### src/rtl/fmc_pkg.sv
package fmc_pkg;
    typedef enum logic [1:0] {
        MODE_WAIT = 2'd0,
        MODE_USER = 2'd1,
        MODE_BOOT = 2'd2
    } start_mode_e;

    typedef enum logic [1:0] {
        UL_LOCKED = 2'd0,
        UL_ARMED  = 2'd1,
        UL_OPEN   = 2'd2
    } unlock_e;

    localparam int BIT_RDY  = 0;
    localparam int BIT_EN   = 1;
    localparam int BIT_FRST = 3;
    localparam int BIT_USEL = 5;
endpackage

### src/rtl/fmc_mode_latch.sv
module fmc_mode_latch
    import fmc_pkg::*;
(
    input  logic        clk,
    input  logic        rst_n,
    input  logic        md0,
    input  logic        md1,
    output start_mode_e mode_o,
    output logic        is_boot_o
);
    start_mode_e state_q, state_d;

    always_comb begin
        state_d = state_q;
        unique case (state_q)
            MODE_WAIT: state_d = (!md0 && md1) ? MODE_BOOT : MODE_USER;
            MODE_USER: state_d = MODE_USER;
            MODE_BOOT: state_d = MODE_BOOT;
            default:   state_d = MODE_WAIT;
        endcase
    end

    always_ff @(posedge clk or negedge rst_n) begin
        if (!rst_n) state_q <= MODE_WAIT;
        else        state_q <= state_d;
    end

    always_comb begin
        mode_o    = state_q;
        is_boot_o = (state_q == MODE_BOOT);
    end

    AST_MODE_HOLD: assert property (@(posedge clk) disable iff (!rst_n)
        (state_q != MODE_WAIT) |=> (state_q == $past(state_q))) else $error("mode changed");
endmodule

### src/rtl/fmc_unlock.sv
module fmc_unlock
    import fmc_pkg::*;
(
    input  logic clk,
    input  logic rst_n,
    input  logic clr,
    input  logic wr_hit,
    input  logic wr_bit,
    output logic en_o
);
    unlock_e state_q, state_d;

    always_comb begin
        state_d = state_q;
        if (clr) begin
            state_d = UL_LOCKED;
        end else if (wr_hit) begin
            unique case (state_q)
                UL_LOCKED: state_d = wr_bit ? UL_LOCKED : UL_ARMED;
                UL_ARMED:  state_d = wr_bit ? UL_OPEN   : UL_ARMED;
                UL_OPEN:   state_d = wr_bit ? UL_OPEN   : UL_ARMED;
                default:   state_d = UL_LOCKED;
            endcase
        end
    end

    always_ff @(posedge clk or negedge rst_n) begin
        if (!rst_n) state_q <= UL_LOCKED;
        else        state_q <= state_d;
    end

    always_comb en_o = (state_q == UL_OPEN);

    AST_OPEN_NEEDS_ARM: assert property (@(posedge clk) disable iff (!rst_n)
        (wr_hit && wr_bit && !clr && state_q == UL_LOCKED) |=> !en_o) else $error("unlock skipped");
endmodule

### src/rtl/fmc_region.sv
module fmc_region #(
    parameter int                ADDR_W    = 16,
    parameter int                BOOT_LOG2 = 13,
    parameter logic [ADDR_W-1:0] BOOT_BASE = 16'hE000
) (
    input  logic              boot_mode_i,
    input  logic              usel_i,
    input  logic [ADDR_W-1:0] fetch_addr_i,
    output logic              boot_hit_o,
    output logic              user_area_o,
    output logic [ADDR_W-1:0] ofs_o
);
    localparam int                TAG_W    = ADDR_W - BOOT_LOG2;
    localparam logic [TAG_W-1:0]  BOOT_TAG = BOOT_BASE[ADDR_W-1:BOOT_LOG2];
    localparam logic [ADDR_W-1:0] OFS_MASK = (ADDR_W'(1) << BOOT_LOG2) - ADDR_W'(1);

    logic in_window;

    always_comb begin
        in_window   = (fetch_addr_i[ADDR_W-1:BOOT_LOG2] == BOOT_TAG);
        user_area_o = !boot_mode_i || usel_i;
        boot_hit_o  = !user_area_o && in_window;
        ofs_o       = boot_hit_o ? (fetch_addr_i & OFS_MASK) : fetch_addr_i;
    end
endmodule

### src/rtl/flash_mode_ctl.sv
module flash_mode_ctl
    import fmc_pkg::*;
#(
    parameter int                ADDR_W    = 16,
    parameter logic [ADDR_W-1:0] REG_ADDR  = 16'h009E,
    parameter int                BOOT_LOG2 = 13,
    parameter logic [ADDR_W-1:0] BOOT_BASE = 16'hE000
) (
    input  logic              clk,
    input  logic              rst_n,
    input  logic              sync_clr,
    input  logic              md0,
    input  logic              md1,
    input  logic [ADDR_W-1:0] bus_addr,
    input  logic              bus_wr,
    input  logic [7:0]        bus_wdata,
    output logic [15:0]       bus_rdata,
    input  logic              seq_busy,
    input  logic [ADDR_W-1:0] fetch_addr,
    output logic              fetch_boot,
    output logic [ADDR_W-1:0] fetch_ofs,
    output logic              area_user,
    output logic              boot_mode,
    output logic              cmd_en,
    output logic              ctl_rst
);
    start_mode_e mode;
    logic        is_boot;
    logic        reg_hit, wr_hit;
    logic        en;
    logic        frst_q, usel_q;
    logic [7:0]  reg_val;
    logic [4:0]  wdata_unused;

    always_comb begin
        reg_hit      = (bus_addr == REG_ADDR);
        wr_hit       = bus_wr && reg_hit;
        wdata_unused = {bus_wdata[7:6], bus_wdata[4], bus_wdata[2], bus_wdata[0]};
    end

    fmc_mode_latch u_mode (
        .clk       (clk),
        .rst_n     (rst_n),
        .md0       (md0),
        .md1       (md1),
        .mode_o    (mode),
        .is_boot_o (is_boot)
    );

    fmc_unlock u_unlock (
        .clk    (clk),
        .rst_n  (rst_n),
        .clr    (sync_clr),
        .wr_hit (wr_hit),
        .wr_bit (bus_wdata[BIT_EN]),
        .en_o   (en)
    );

    always_ff @(posedge clk or negedge rst_n) begin
        if (!rst_n) begin
            frst_q <= 1'b0;
            usel_q <= 1'b0;
        end else if (sync_clr) begin
            frst_q <= 1'b0;
            usel_q <= 1'b0;
        end else if (wr_hit) begin
            usel_q <= bus_wdata[BIT_USEL];
            if (!bus_wdata[BIT_FRST]) frst_q <= 1'b0;
            else if (en)              frst_q <= 1'b1;
        end
    end

    fmc_region #(
        .ADDR_W    (ADDR_W),
        .BOOT_LOG2 (BOOT_LOG2),
        .BOOT_BASE (BOOT_BASE)
    ) u_region (
        .boot_mode_i  (is_boot),
        .usel_i       (usel_q),
        .fetch_addr_i (fetch_addr),
        .boot_hit_o   (fetch_boot),
        .user_area_o  (area_user),
        .ofs_o        (fetch_ofs)
    );

    always_comb begin
        reg_val           = 8'h00;
        reg_val[BIT_RDY]  = !seq_busy;
        reg_val[BIT_EN]   = en;
        reg_val[BIT_FRST] = frst_q;
        reg_val[BIT_USEL] = usel_q;
        bus_rdata         = reg_hit ? {8'h00, reg_val} : 16'h0000;
        boot_mode         = is_boot;
        cmd_en            = en;
        ctl_rst           = frst_q;
    end

    AST_FRST_GATED: assert property (@(posedge clk) disable iff (!rst_n)
        $rose(ctl_rst) |-> $past(cmd_en)) else $error("reset bit set while locked");
    AST_CLR_WINS: assert property (@(posedge clk) disable iff (!rst_n)
        sync_clr |=> (!cmd_en && !ctl_rst)) else $error("clear lost");
    AST_USER_NO_BOOT: assert property (@(posedge clk) disable iff (!rst_n)
        (mode == MODE_USER) |-> (!fetch_boot && area_user)) else $error("boot hit in normal mode");
    AST_CLR_KEEPS_MODE: assert property (@(posedge clk) disable iff (!rst_n)
        (sync_clr && mode != MODE_WAIT) |=> $stable(boot_mode)) else $error("mode lost on clear");
endmodule

### config.mk
export PLATFORM = sky130hd
export DESIGN_NAME = flash_mode_ctl
export DESIGN_NICKNAME = d
export VERILOG_FILES = /design/src/rtl/fmc_pkg.sv /design/src/rtl/fmc_mode_latch.sv /design/src/rtl/fmc_unlock.sv /design/src/rtl/fmc_region.sv /design/src/rtl/flash_mode_ctl.sv
export SDC_FILE = /design/constraint.sdc
export NUM_CORES = 1
export LEC_CHECK = 0
export BUFFER_PORTS_ARGS = -buffer_cell sky130_fd_sc_hd__buf_2
export CAP_MARGIN = 20
export CORE_MARGIN = 4
export CORE_UTILIZATION = 28
export DETAILED_ROUTE_END_ITERATION = 10
export GPL_TIMING_DRIVEN = 0
export PLACE_DENSITY = 0.76
export SETUP_SLACK_MARGIN = 0.15
export SLEW_MARGIN = 0
export SYNTH_ARGS = -nofsm -noshare
export SYNTH_HDL_FRONTEND = slang
export SYNTH_SLANG_ARGS = --single-unit
export TNS_END_PERCENT = 30
### constraint.sdc
create_clock -name clk -period 1.4 [get_ports clk]
set_input_delay 0.21 -clock clk [delete_from_list [all_inputs] [get_ports clk]]
set_output_delay 0.21 -clock clk [all_outputs]
set_load 0.01 [all_outputs]
==> impl_results.rst, run 1 <==
.. list-table::
   :header-rows: 1

   * - Metric
     - Value
   * - Run status
     - finished with violations
   * - Violations in the final reports
     - setup timing
   * - Clock Skews
     - 0.0000569 ns
   * - Switching power
     - 124 µW
   * - Library cell contributing the largest single delay on the critical path
     - or4_4
   * - Number of instances in the synthesized netlist
     - 72
   * - Worst stage delay on the critical path
     - 0.54 ns
   * - Crit. path cell count
     - 6
   * - Number of cells on the worst reg-to-reg path
     - 6
   * - Share of power burned in the clock network
     - 30.2%
   * - Via Count
     - 692
   * - CTS H-tree depth
     - 1
   * - DRT iter0 DRCs
     - 10
   * - Dpl cell area
     - 978 µm²
   * - CP cell instances
     - buf_6, or4_4, nor4_4, buf_4, and2_1, buf_2
   * - Placer Congestion
     - 0.753
   * - Portion of total power attributed to combinational logic
     - 34.8%
   * - Highest net fanout along the worst path
     - 7
   * - CTS Buffer Depth
     - 2
   * - Clock buffer count from CTS
     - 3
   * - ANT nets after route
     - 0
   * - Die X-Extent
     - 55.5 µm
   * - Sequential cell area fraction in the yosys report
     - 23.8%
   * - Number of rows created at floorplan
     - 16
   * - Later-pin clock latency in the skew report
     - 0.23 ns
   * - Timing startpoint of the critical path
     - bus_addr[15]
   * - Antenna cell count
     - 0
   * - End of the worst register-to-register path
     - u_unlock.state_q[0]$_DFFE_PN0P_
   * - Post-detailed-route wirelength per cell
     - 10.6 µm
   * - Final worst setup slack
     - -0.385 ns
   * - Post-route standard cell area excluding fillers
     - 1080 µm²
   * - RSZ-0062 raised after global routing
     - true
   * - Maxcap violations
     - 0
   * - Number of sinks driven by the clock tree
     - 6
   * - Number of distinct standard cells referenced by the synthesized netlist
     - 22
   * - Netlist area before placement
     - 631 µm²
   * - Total Power Consumption
     - 497 µW
   * - Power density relative to cell area
     - 461 nW/µm²
   * - Hold path startpoint
     - md1
   * - Final number of max-transition violations
     - 0
   * - Cell class contributing the biggest share of worst-path delay
     - simple AND/OR/NAND/NOR gates
   * - Worst path required time
     - 1.19 ns
   * - Synthesis Warnings
     - 0
   * - Largest vdd supply drop
     - 0.000322 V
   * - Post-layout min period
     - 1.78 ns
   * - End-of-flow core utilization
     - 52.8%
   * - Reg-to-reg startpoint
     - u_unlock.state_q[1]$_DFFE_PN0P_
   * - Share of layout cells above drive strength 1
     - 65.7%
   * - Worst-path clk slew
     - 0.04 ns
   * - Number of hold-slack violations in the final timing report
     - 0
   * - # IOs
     - 84
   * - Combined area of the multi-input logic cells
     - 335 µm²
   * - Initial antenna violation count
     - 0
   * - Post-Syn Area per Cell
     - 8.76 µm²
   * - Internal portion of total power
     - 373 µW
   * - Worst hold-check path type
     - input port to flop
   * - GR Overflow Total
     - 0
   * - Overall track demand over capacity in global routing
     - 11.8%
   * - LEAKAGE
     - 0.000621 µW
   * - Worst endpoint data arrival time
     - 1.57 ns
   * - Wire length reported by the detailed router
     - 1790 µm
   * - Net count, final
     - 195
   * - Largest net degree at the start of global routing
     - 8
   * - Number of failing setup endpoints in the final timing report
     - 8
   * - Vertical die dimension
     - 55.5 µm
   * - Worst R2R Setup Slack
     - 0.07 ns
   * - Crit path buf inv count
     - 3
   * - Layout-stage area growth over the synthesis result
     - 70.8%
   * - Net switching fraction of the power
     - 25.0%
   * - Type of element capturing the critical path
     - primary output
   * - Total Die Area
     - 3080 µm²
   * - Global-route wire length before repair
     - 3040 µm
   * - Remaining routing DRC violations
     - 0
   * - Fillcell total
     - 196
   * - Fmax
     - 560 MHz
   * - Clock tree root driver cell
     - clkbuf_4
   * - Footprint of the flip-flops and latches
     - 150 µm²
   * - Detail Placement HPWL
     - 1530 µm
   * - Vias/cell
     - 4.07
   * - Pre-CTS WS
     - -0.495 ns
   * - Portion of total power attributed to sequential cells
     - 35.0%
   * - Nature of the critical path startpoint
     - input port
   * - CP Class
     - input port to primary output
   * - CTS tree
     - built
   * - Area of the placeable core
     - 2040 µm²
   * - Initial core utilization
     - 30.9%
   * - Critical path capture point
     - bus_rdata[3]
   * - Yosys reg bits
     - 6
   * - Port Buffers
     - 53
   * - Post-route fraction of the period consumed by the critical path
     - 127%
   * - Via count of the first global-routing pass
     - 725
   * - Total iterations of the first detailed-routing run
     - 4
==> cell families after synthesis <==
family	Yosys count	synth area share (%)
and+or+nand+nor	25	29.0
buffers and inverters	30	32.7
DFF	6	23.8
other	1	0.595
AOI/OAI and AO/OA	7	7.93
adders and majority gates	3	5.95
==> through the flow <==
| step | cells | setup TNS, ns | hold WS [ns] |
|---|---|---|---|
| 2_1_floorplan | 83 | -1.43 | -0.0856 |
| 3_3_place_gp | 163 | -3.50 | 0.0375 |
| 3_5_place_dp | 163 | -3.59 | 0.0416 |
| 4_1_cts | 170 | -1.57 | 0.193 |
| 5_1_grt | 170 | -2.80 | 0.181 |
| 6_report | 170 | -1.91 | 0.195 |
==> cell usage after synthesis <==
cell type | number | area [µm²]
nand2b_1 | 2 | 12.5
ha_1 | 3 | 37.5
a21oi_1 | 1 | 5.00
o21ai_0 | 1 | 5.00
nor4_4 | 1 | 21.3
and2_1 | 3 | 18.8
nor4_1 | 1 | 6.26
o31ai_1 | 2 | 15.0
or4_4 | 2 | 22.5
a31oi_1 | 2 | 12.5
inv_1 | 5 | 18.8
buf_4 | 25 | 188
and2_2 | 1 | 7.51
nand4_1 | 1 | 6.26
a211oi_2 | 1 | 12.5
dfrtp_1 | 6 | 150
nor2_1 | 3 | 11.3
nor2b_1 | 6 | 37.5
nand4bb_1 | 1 | 11.3
conb_1 | 1 | 3.75
nand3_1 | 2 | 10.0
nand4b_1 | 2 | 17.5
==> cell usage in the layout (no fill, tap or decap), drive strengths merged <==
master,n
o21ai,1
inv,5
nand4,1
a211oi,1
nor2,3
and2,4
or4,2
buf,81
nand2b,2
nand4bb,1
o31ai,2
a31oi,2
dlygate4sd3,1
clkbuf,3
a21oi,1
conb,12
dfrtp,6
nand4b,2
nor2b,6
nor4,2
ha,3
nand3,2
==> registers in the layout (all words and copies together), names as in the netlist <==
register	cells
usel_q	1
u_mode.mode_o	2
ctl_rst	1
u_unlock.state_q	2
==> worst min path at each step <==
stage	to	slack, ns	cells after the start
after CTS	u_mode.mode_o[0]$_DFF_PN0_	0.19	2
after detailed placement	u_mode.mode_o[0]$_DFF_PN0_	0.04	1
final	u_mode.mode_o[0]$_DFF_PN0_	0.20	2
after global routing	u_mode.mode_o[0]$_DFF_PN0_	0.18	2
after global placement	u_mode.mode_o[0]$_DFF_PN0_	0.04	1
after floorplan	ctl_rst$_DFFE_PN0P_	-0.09	0
==> power by group through the flow <==
stage / sequential, µW / clock (µW) / combinational (µW)
floorplan: 177 / 0 / 95.3
global placement: 177 / 0 / 162
detailed placement: 177 / 0 / 165
CTS: 174 / 158 / 170
global route: 174 / 177 / 190
finish: 174 / 150 / 173
==> layer usage <==
metal | wire [µm] | vias to the layer above | global-route usage, %
li1 | - | 351 | -
met1 | 531 | 292 | 10.2
met2 | 969 | 47 | 22.0
met3 | 278 | 2 | 6.76
met4 | 14 | 0 | 4.86
met5 | 0 | - | 0
==> final cells by class <==
cell class	count	area share (%)
buffer	25	17.4
clock buffer	3	2.09
inverter	5	1.74
multi-input combinational	47	31.1
sequential	6	13.9
tap	27	3.14
timing repair buffer	57	30.5
==> repair_timing <==
action,CTS,global route
setup buffers,3,0
hold buffers,1,0
setup endpoints to repair,13,14
resized for setup,7,2
endpoints found under the hold margin,6,0
pin swaps,6,2
(Power assumes the default switching activity.)
==> run 2: changes to the inputs <==
- CELL_PAD_IN_SITES_DETAIL_PLACEMENT: unset -> 0
- CELL_PAD_IN_SITES_GLOBAL_PLACEMENT: unset -> 1
- CORE_UTILIZATION: 28 -> 17
- PLACE_DENSITY: 0.76 -> unset
- PLACE_DENSITY_LB_ADDON: unset -> 0.1
==> run 2 against run 1 <==
  * The flow still finishes with violations (setup timing)
  * Critical endpoint is now bus_rdata[0]
  * Final cell count up 10%
  * Cell area up 0.23%
  * Clock power up 67%
  * Sequential share of layout area hardly changed
  * Critical path type unchanged
  * Worst hold slack improved by 0.011 ns
==> impl_results.rst, run 2 (same netlist as run 1, synthesis figures left out) <==
.. list-table::
   :header-rows: 1

   * - Metric
     - Value
   * - Run status
     - finished with violations
   * - Violations in the final reports
     - setup timing
   * - Worst stage delay on the critical path
     - 0.53 ns
   * - Net switching fraction of the power
     - 22.6%
   * - Number of sinks driven by the clock tree
     - 6
   * - Number of cells on the worst reg-to-reg path
     - 6
   * - Number of rows created at floorplan
     - 21
   * - Worst hold-check path type
     - input port to flop
   * - Number of hold-slack violations in the final timing report
     - 0
   * - GR Overflow Total
     - 0
   * - Global-route wire length before repair
     - 2460 µm
   * - Vias/cell
     - 3.57
   * - Switching power
     - 134 µW
   * - Highest net fanout along the worst path
     - 5
   * - End-of-flow core utilization
     - 31.1%
   * - Detail Placement HPWL
     - 1520 µm
   * - Maxcap violations
     - 0
   * - # IOs
     - 84
   * - Vertical die dimension
     - 68.9 µm
   * - Clock tree root driver cell
     - clkbuf_8
   * - Post-Route M1 WL
     - 614 µm
   * - RSZ-0062 raised after global routing
     - true
   * - Post-detailed-route wirelength per cell
     - 8.80 µm
   * - Top Layer Used
     - met4
   * - Initial core utilization
     - 18.2%
   * - CP Class
     - input port to primary output
   * - Portion of total power attributed to sequential cells
     - 29.4%
   * - Remaining routing DRC violations
     - 0
   * - Pre-CTS WS
     - -0.547 ns
   * - Area of the placeable core
     - 3470 µm²
   * - Final number of max-transition violations
     - 0
   * - Fin Hold WS
     - 0.206 ns
   * - Share of layout cells above drive strength 1
     - 64.5%
   * - Portion of total power attributed to combinational logic
     - 28.5%
   * - Die X-Extent
     - 68.9 µm
   * - Clock buffer count from CTS
     - 3
   * - Internal portion of total power
     - 459 µW
   * - Worst-path clk slew
     - 0.03 ns
   * - Initial antenna violation count
     - 0
   * - Fmax
     - 570 MHz
   * - CP cell instances
     - buf_6, or4_4, nor4_4, nor2b_4, buf_6
   * - Most frequent standard cell in the layout excluding fill and tap cells
     - buf_2
   * - Post-layout min period
     - 1.75 ns
   * - Share of power burned in the clock network
     - 42.1%
   * - Largest vdd supply drop
     - 0.000148 V
   * - Total Power Consumption
     - 593 µW
   * - Placer Congestion
     - 0.645
   * - Via count of the first global-routing pass
     - 633
   * - Total iterations of the first detailed-routing run
     - 2
   * - CTS tree
     - built
   * - Worst endpoint data arrival time
     - 1.54 ns
   * - Type of element capturing the critical path
     - primary output
   * - Total Die Area
     - 4750 µm²
   * - Final worst setup slack
     - -0.354 ns
   * - Library cell contributing the largest single delay on the critical path
     - or4_4
   * - Layout-stage area growth over the synthesis result
     - 71.2%
   * - Fillcell total
     - 389
   * - Nature of the critical path startpoint
     - input port
   * - Setup TNS after final layout
     - -2.04 ns
   * - Later-pin clock latency in the skew report
     - 0.22 ns
   * - DRT iter0 DRCs
     - 8
   * - Largest net degree at the start of global routing
     - 8
   * - Power density relative to cell area
     - 549 nW/µm²
   * - Crit path buf inv count
     - 2
   * - Post-route fraction of the period consumed by the critical path
     - 125%
   * - Overall track demand over capacity in global routing
     - 6.95%
   * - Met3 routed WL
     - 296 µm
   * - Clock Skews
     - 0.00117 ns
   * - Port Buffers
     - 53
   * - Antenna cell count
     - 0
   * - Via Count
     - 668
   * - Worst Hold Path Cells
     - 2
   * - CTS Buffer Depth
     - 2
   * - Number of failing setup endpoints in the final timing report
     - 11
   * - Cell repeated most along the worst path
     - buf_6
   * - Wire length reported by the detailed router
     - 1650 µm
   * - Worst path required time
     - 1.19 ns
   * - Net count, final
     - 193
   * - LEAKAGE
     - 0.000613 µW
   * - Crit. path cell count
     - 5
   * - Cell class contributing the biggest share of worst-path delay
     - simple AND/OR/NAND/NOR gates
   * - Wire length on met2
     - 732 µm
   * - CTS H-tree depth
     - 1
   * - ANT nets after route
     - 0
   * - Commonest cells after routing, fill and taps aside
     - buf_2, buf_4, conb_1
-- run 2: final cells by class --
class                      instances  area [µm²]  area share, %
timing repair buffer              55         295           27.3
sequential                         6         150           13.9
buffer                            25         188           17.4
tap                               46        57.6           5.33
multi-input combinational         47         329           30.5
clock buffer                       3        41.3           3.82
inverter                           5        18.8           1.74
-- run 2: path summary, 6_finish.rpt --
kind                                                  from                              end  slack [ns]
max reg2reg                u_unlock.state_q[1]$_DFFE_PN0P_  u_unlock.state_q[0]$_DFFE_PN0P_        0.17
max in group asynchronous                            rst_n  u_unlock.state_q[1]$_DFFE_PN0P_        0.91
max                                           bus_addr[14]                     bus_rdata[0]       -0.35
min in group asynchronous                            rst_n  u_unlock.state_q[0]$_DFFE_PN0P_        0.35
min                                                    md1       u_mode.mode_o[0]$_DFF_PN0_        0.21
min reg2reg                     u_mode.mode_o[1]$_DFF_PN0_       u_mode.mode_o[0]$_DFF_PN0_        0.44
-- run 2: repair_timing --
action	4_1_cts	5_1_grt
endpoints found under the setup margin	13	14
resized for setup	5	2
setup buffers	1	0
pin swaps	8	2
hold endpoints to repair	6	0
hold buffers	1	0
-- run 2: metal layers --
| metal | global-route usage (%) | vias to the layer above |
|---|---|---|
| met3 | 3.24 | 2 |
| met4 | 2.19 | 0 |
| met2 | 11.3 | 51 |
| met1 | 8.06 | 267 |
| met5 | 0 | - |
| li1 | - | 348 |
-- run 2: through the flow --
stage	area [µm²]	std cells
after global routing	1080	187
final	1080	187
after detailed placement	1000	182
after CTS	1080	187
after global placement	1000	182
after floorplan	679	83
-- run 2: worst register-to-register path: stages, from the launching register on --
cell	delay, ns
dfrtp_1	0.38
inv_1	0.07
ha_1	0.29
nor2_1	0.04
nor4_1	0.17
nand3_1	0.11
o31ai_1	0.07
-- run 2: power groups by stage --
stage	registers (µW)	logic, µW	clock network, µW
after global routing	174	188	274
after global placement	177	164	0
after CTS	174	170	260
after floorplan	177	95.3	0
after detailed placement	177	165	0
final	175	169	250
==> run 3: changes to the inputs <==
- CORE_ASPECT_RATIO: unset -> 0.8
==> run 3 against run 2 <==
  * The run still ends with setup timing left
  * First-iteration DRC count shrank 38%
  * Clock skew fell by 0.0011 ns
  * Non-clock buffer count is 2 higher
  * Count of clock-buffer cells in the layout unchanged
  * Die area increased by 0.13%
  * Clock power hardly changed
  * Critical endpoint is now bus_rdata[5]
  * Sequential share of layout area shrank 0.65 points
  * Final cell count shrank 1.1%
  * Sequential power hardly changed
  * Cell area increased by 4.9%
  * Worst hold slack better by 0.0022 ns
==> impl_results.rst, run 3 (same netlist as run 1, synthesis figures left out) <==
.. list-table::
   :header-rows: 1

   * - Metric
     - Value
   * - Via count of the first global-routing pass
     - 680
   * - Number of failing setup endpoints in the final timing report
     - 8
   * - Net count, final
     - 195
   * - Largest vdd supply drop
     - 0.000477 V
   * - Commonest cells after routing, fill and taps aside
     - buf_2, buf_4, conb_1
   * - Area of the placeable core
     - 3490 µm²
   * - Number of sinks driven by the clock tree
     - 6
   * - Portion of total power attributed to sequential cells
     - 29.3%
   * - Run status
     - finished with violations
   * - Clock Skews
     - 0.0000973 ns
   * - Post-route standard cell area excluding fillers
     - 1130 µm²
   * - Type of element capturing the critical path
     - primary output
   * - Overall track demand over capacity in global routing
     - 7.22%
   * - Global-route wire length before repair
     - 2920 µm
   * - Maxcap violations
     - 0
   * - Switching power
     - 135 µW
   * - Initial core utilization
     - 18.0%
   * - Via Count
     - 672
   * - Final worst setup slack
     - -0.312 ns
   * - GR Overflow Total
     - 0
   * - Post-detailed-route wirelength per cell
     - 9.48 µm
   * - Remaining routing DRC violations
     - 0
   * - Wire length reported by the detailed router
     - 1750 µm
   * - LEAKAGE
     - 0.000631 µW
   * - Nature of the critical path startpoint
     - input port
   * - CTS tree
     - built
   * - Worst hold-check path type
     - input port to flop
   * - Internal portion of total power
     - 461 µW
   * - Share of power burned in the clock network
     - 41.9%
   * - Final number of max-transition violations
     - 0
   * - CTS Buffer Depth
     - 2
   * - Worst path required time
     - 1.19 ns
   * - Initial antenna violation count
     - 0
   * - Post-layout min period
     - 1.71 ns
   * - Highest net fanout along the worst path
     - 5
   * - DRT iter0 DRCs
     - 5
   * - CP Class
     - input port to primary output
   * - ANT nets after route
     - 0
   * - Net switching fraction of the power
     - 22.6%
   * - Clock tree root driver cell
     - clkbuf_8
   * - Worst-path clk slew
     - 0.03 ns
   * - RSZ-0062 raised after global routing
     - true
   * - Post-route fraction of the period consumed by the critical path
     - 122%
   * - CTS H-tree depth
     - 1
   * - Later-pin clock latency in the skew report
     - 0.22 ns
   * - Total Die Area
     - 4750 µm²
   * - Vias/cell
     - 3.63
   * - Total Power Consumption
     - 595 µW
   * - Share of layout cells above drive strength 1
     - 65.7%
   * - Violations in the final reports
     - setup timing
   * - Antenna cell count
     - 0
   * - Largest net degree at the start of global routing
     - 8
   * - Clock buffer count from CTS
     - 3
   * - Pre-CTS WS
     - -0.533 ns
   * - Port Buffers
     - 53
   * - Number of hold-slack violations in the final timing report
     - 0
   * - # IOs
     - 84
   * - Fmax
     - 584 MHz
   * - Total iterations of the first detailed-routing run
     - 4
   * - Die X-Extent
     - 76.1 µm
   * - Layout-stage area growth over the synthesis result
     - 79.6%
   * - Number of rows created at floorplan
     - 19
   * - Detail Placement HPWL
     - 1590 µm
   * - Dpl cell area
     - 997 µm²
   * - Portion of total power attributed to combinational logic
     - 28.7%
   * - Worst endpoint data arrival time
     - 1.50 ns
   * - Power density relative to cell area
     - 526 nW/µm²
   * - Vertical die dimension
     - 62.5 µm
   * - Placer Congestion
     - 0.653
   * - Most frequent standard cell in the layout excluding fill and tap cells
     - buf_2
==> run 3: power by group through the flow <==
stage | combinational [µW] | sequential (µW) | clock, µW
6_report | 171 | 175 | 250
5_1_grt | 188 | 174 | 277
4_1_cts | 169 | 174 | 264
3_5_place_dp | 165 | 177 | 0
3_3_place_gp | 164 | 177 | 0
2_1_floorplan | 95.3 | 177 | 0
==> run 3: final cells by class <==
class                   count  area [µm²]
plain buffers              25         188
clock buffers               3        41.3
fillers                   366        2360
inverters                   5        18.8
multi-input cells          47         349
flip-flops and latches      6         150
well taps                  42        52.6
repair buffers             57         333
==> run 3: stage by stage <==
step	instances	hold WS, ns	setup TNS, ns	util, %
CTS	185	0.200	-2.11	31.4
detailed placement	178	0.0427	-3.87	28.5
global route	185	0.202	-2.47	32.4
finish	185	0.209	-2.03	32.4
global placement	178	0.0424	-3.98	28.5
floorplan	83	-0.0856	-1.43	-
==> run 3: what timing repair did <==
action                                  in CTS  in global routing
endpoints found under the hold margin        6                  0
hold buffers                                 1                  0
resized for setup                            8                  6
endpoints found under the setup margin      13                 14
pin swaps                                    7                  2
setup buffers                                3                  0
==> run 3: path summary, 6_finish.rpt <==
| check | end | start | cells after the start | slack, ns |
|---|---|---|---|---|
| min reg2reg | u_mode.mode_o[0]$_DFF_PN0_ | u_mode.mode_o[1]$_DFF_PN0_ | 1 | 0.47 |
| max reg2reg | u_unlock.state_q[0]$_DFFE_PN0P_ | u_unlock.state_q[1]$_DFFE_PN0P_ | 6 | 0.20 |
| max | bus_rdata[5] | bus_addr[15] | 6 | -0.31 |
| min in group asynchronous | u_unlock.state_q[1]$_DFFE_PN0P_ | rst_n | 2 | 0.34 |
| min | u_mode.mode_o[0]$_DFF_PN0_ | md1 | 2 | 0.21 |
| max in group asynchronous | u_mode.mode_o[1]$_DFF_PN0_ | rst_n | 2 | 0.91 |
==> run 3: per-layer routing <==
layer | part of all wire [%] | up-vias | track usage, %
met5 | 0 | - | 0
met4 | 0 | 0 | 1.31
met3 | 12 | 0 | 4.18
met2 | 54 | 29 | 13.1
met1 | 35 | 295 | 7.16
li1 | - | 348 | -
==> run 3: worst max-delay path: stages <==
cell and delay [ns]:
buf_6 0.09, or4_4 0.54, nor4_4 0.27, buf_4 0.17, and2_1 0.13, buf_6 0.10
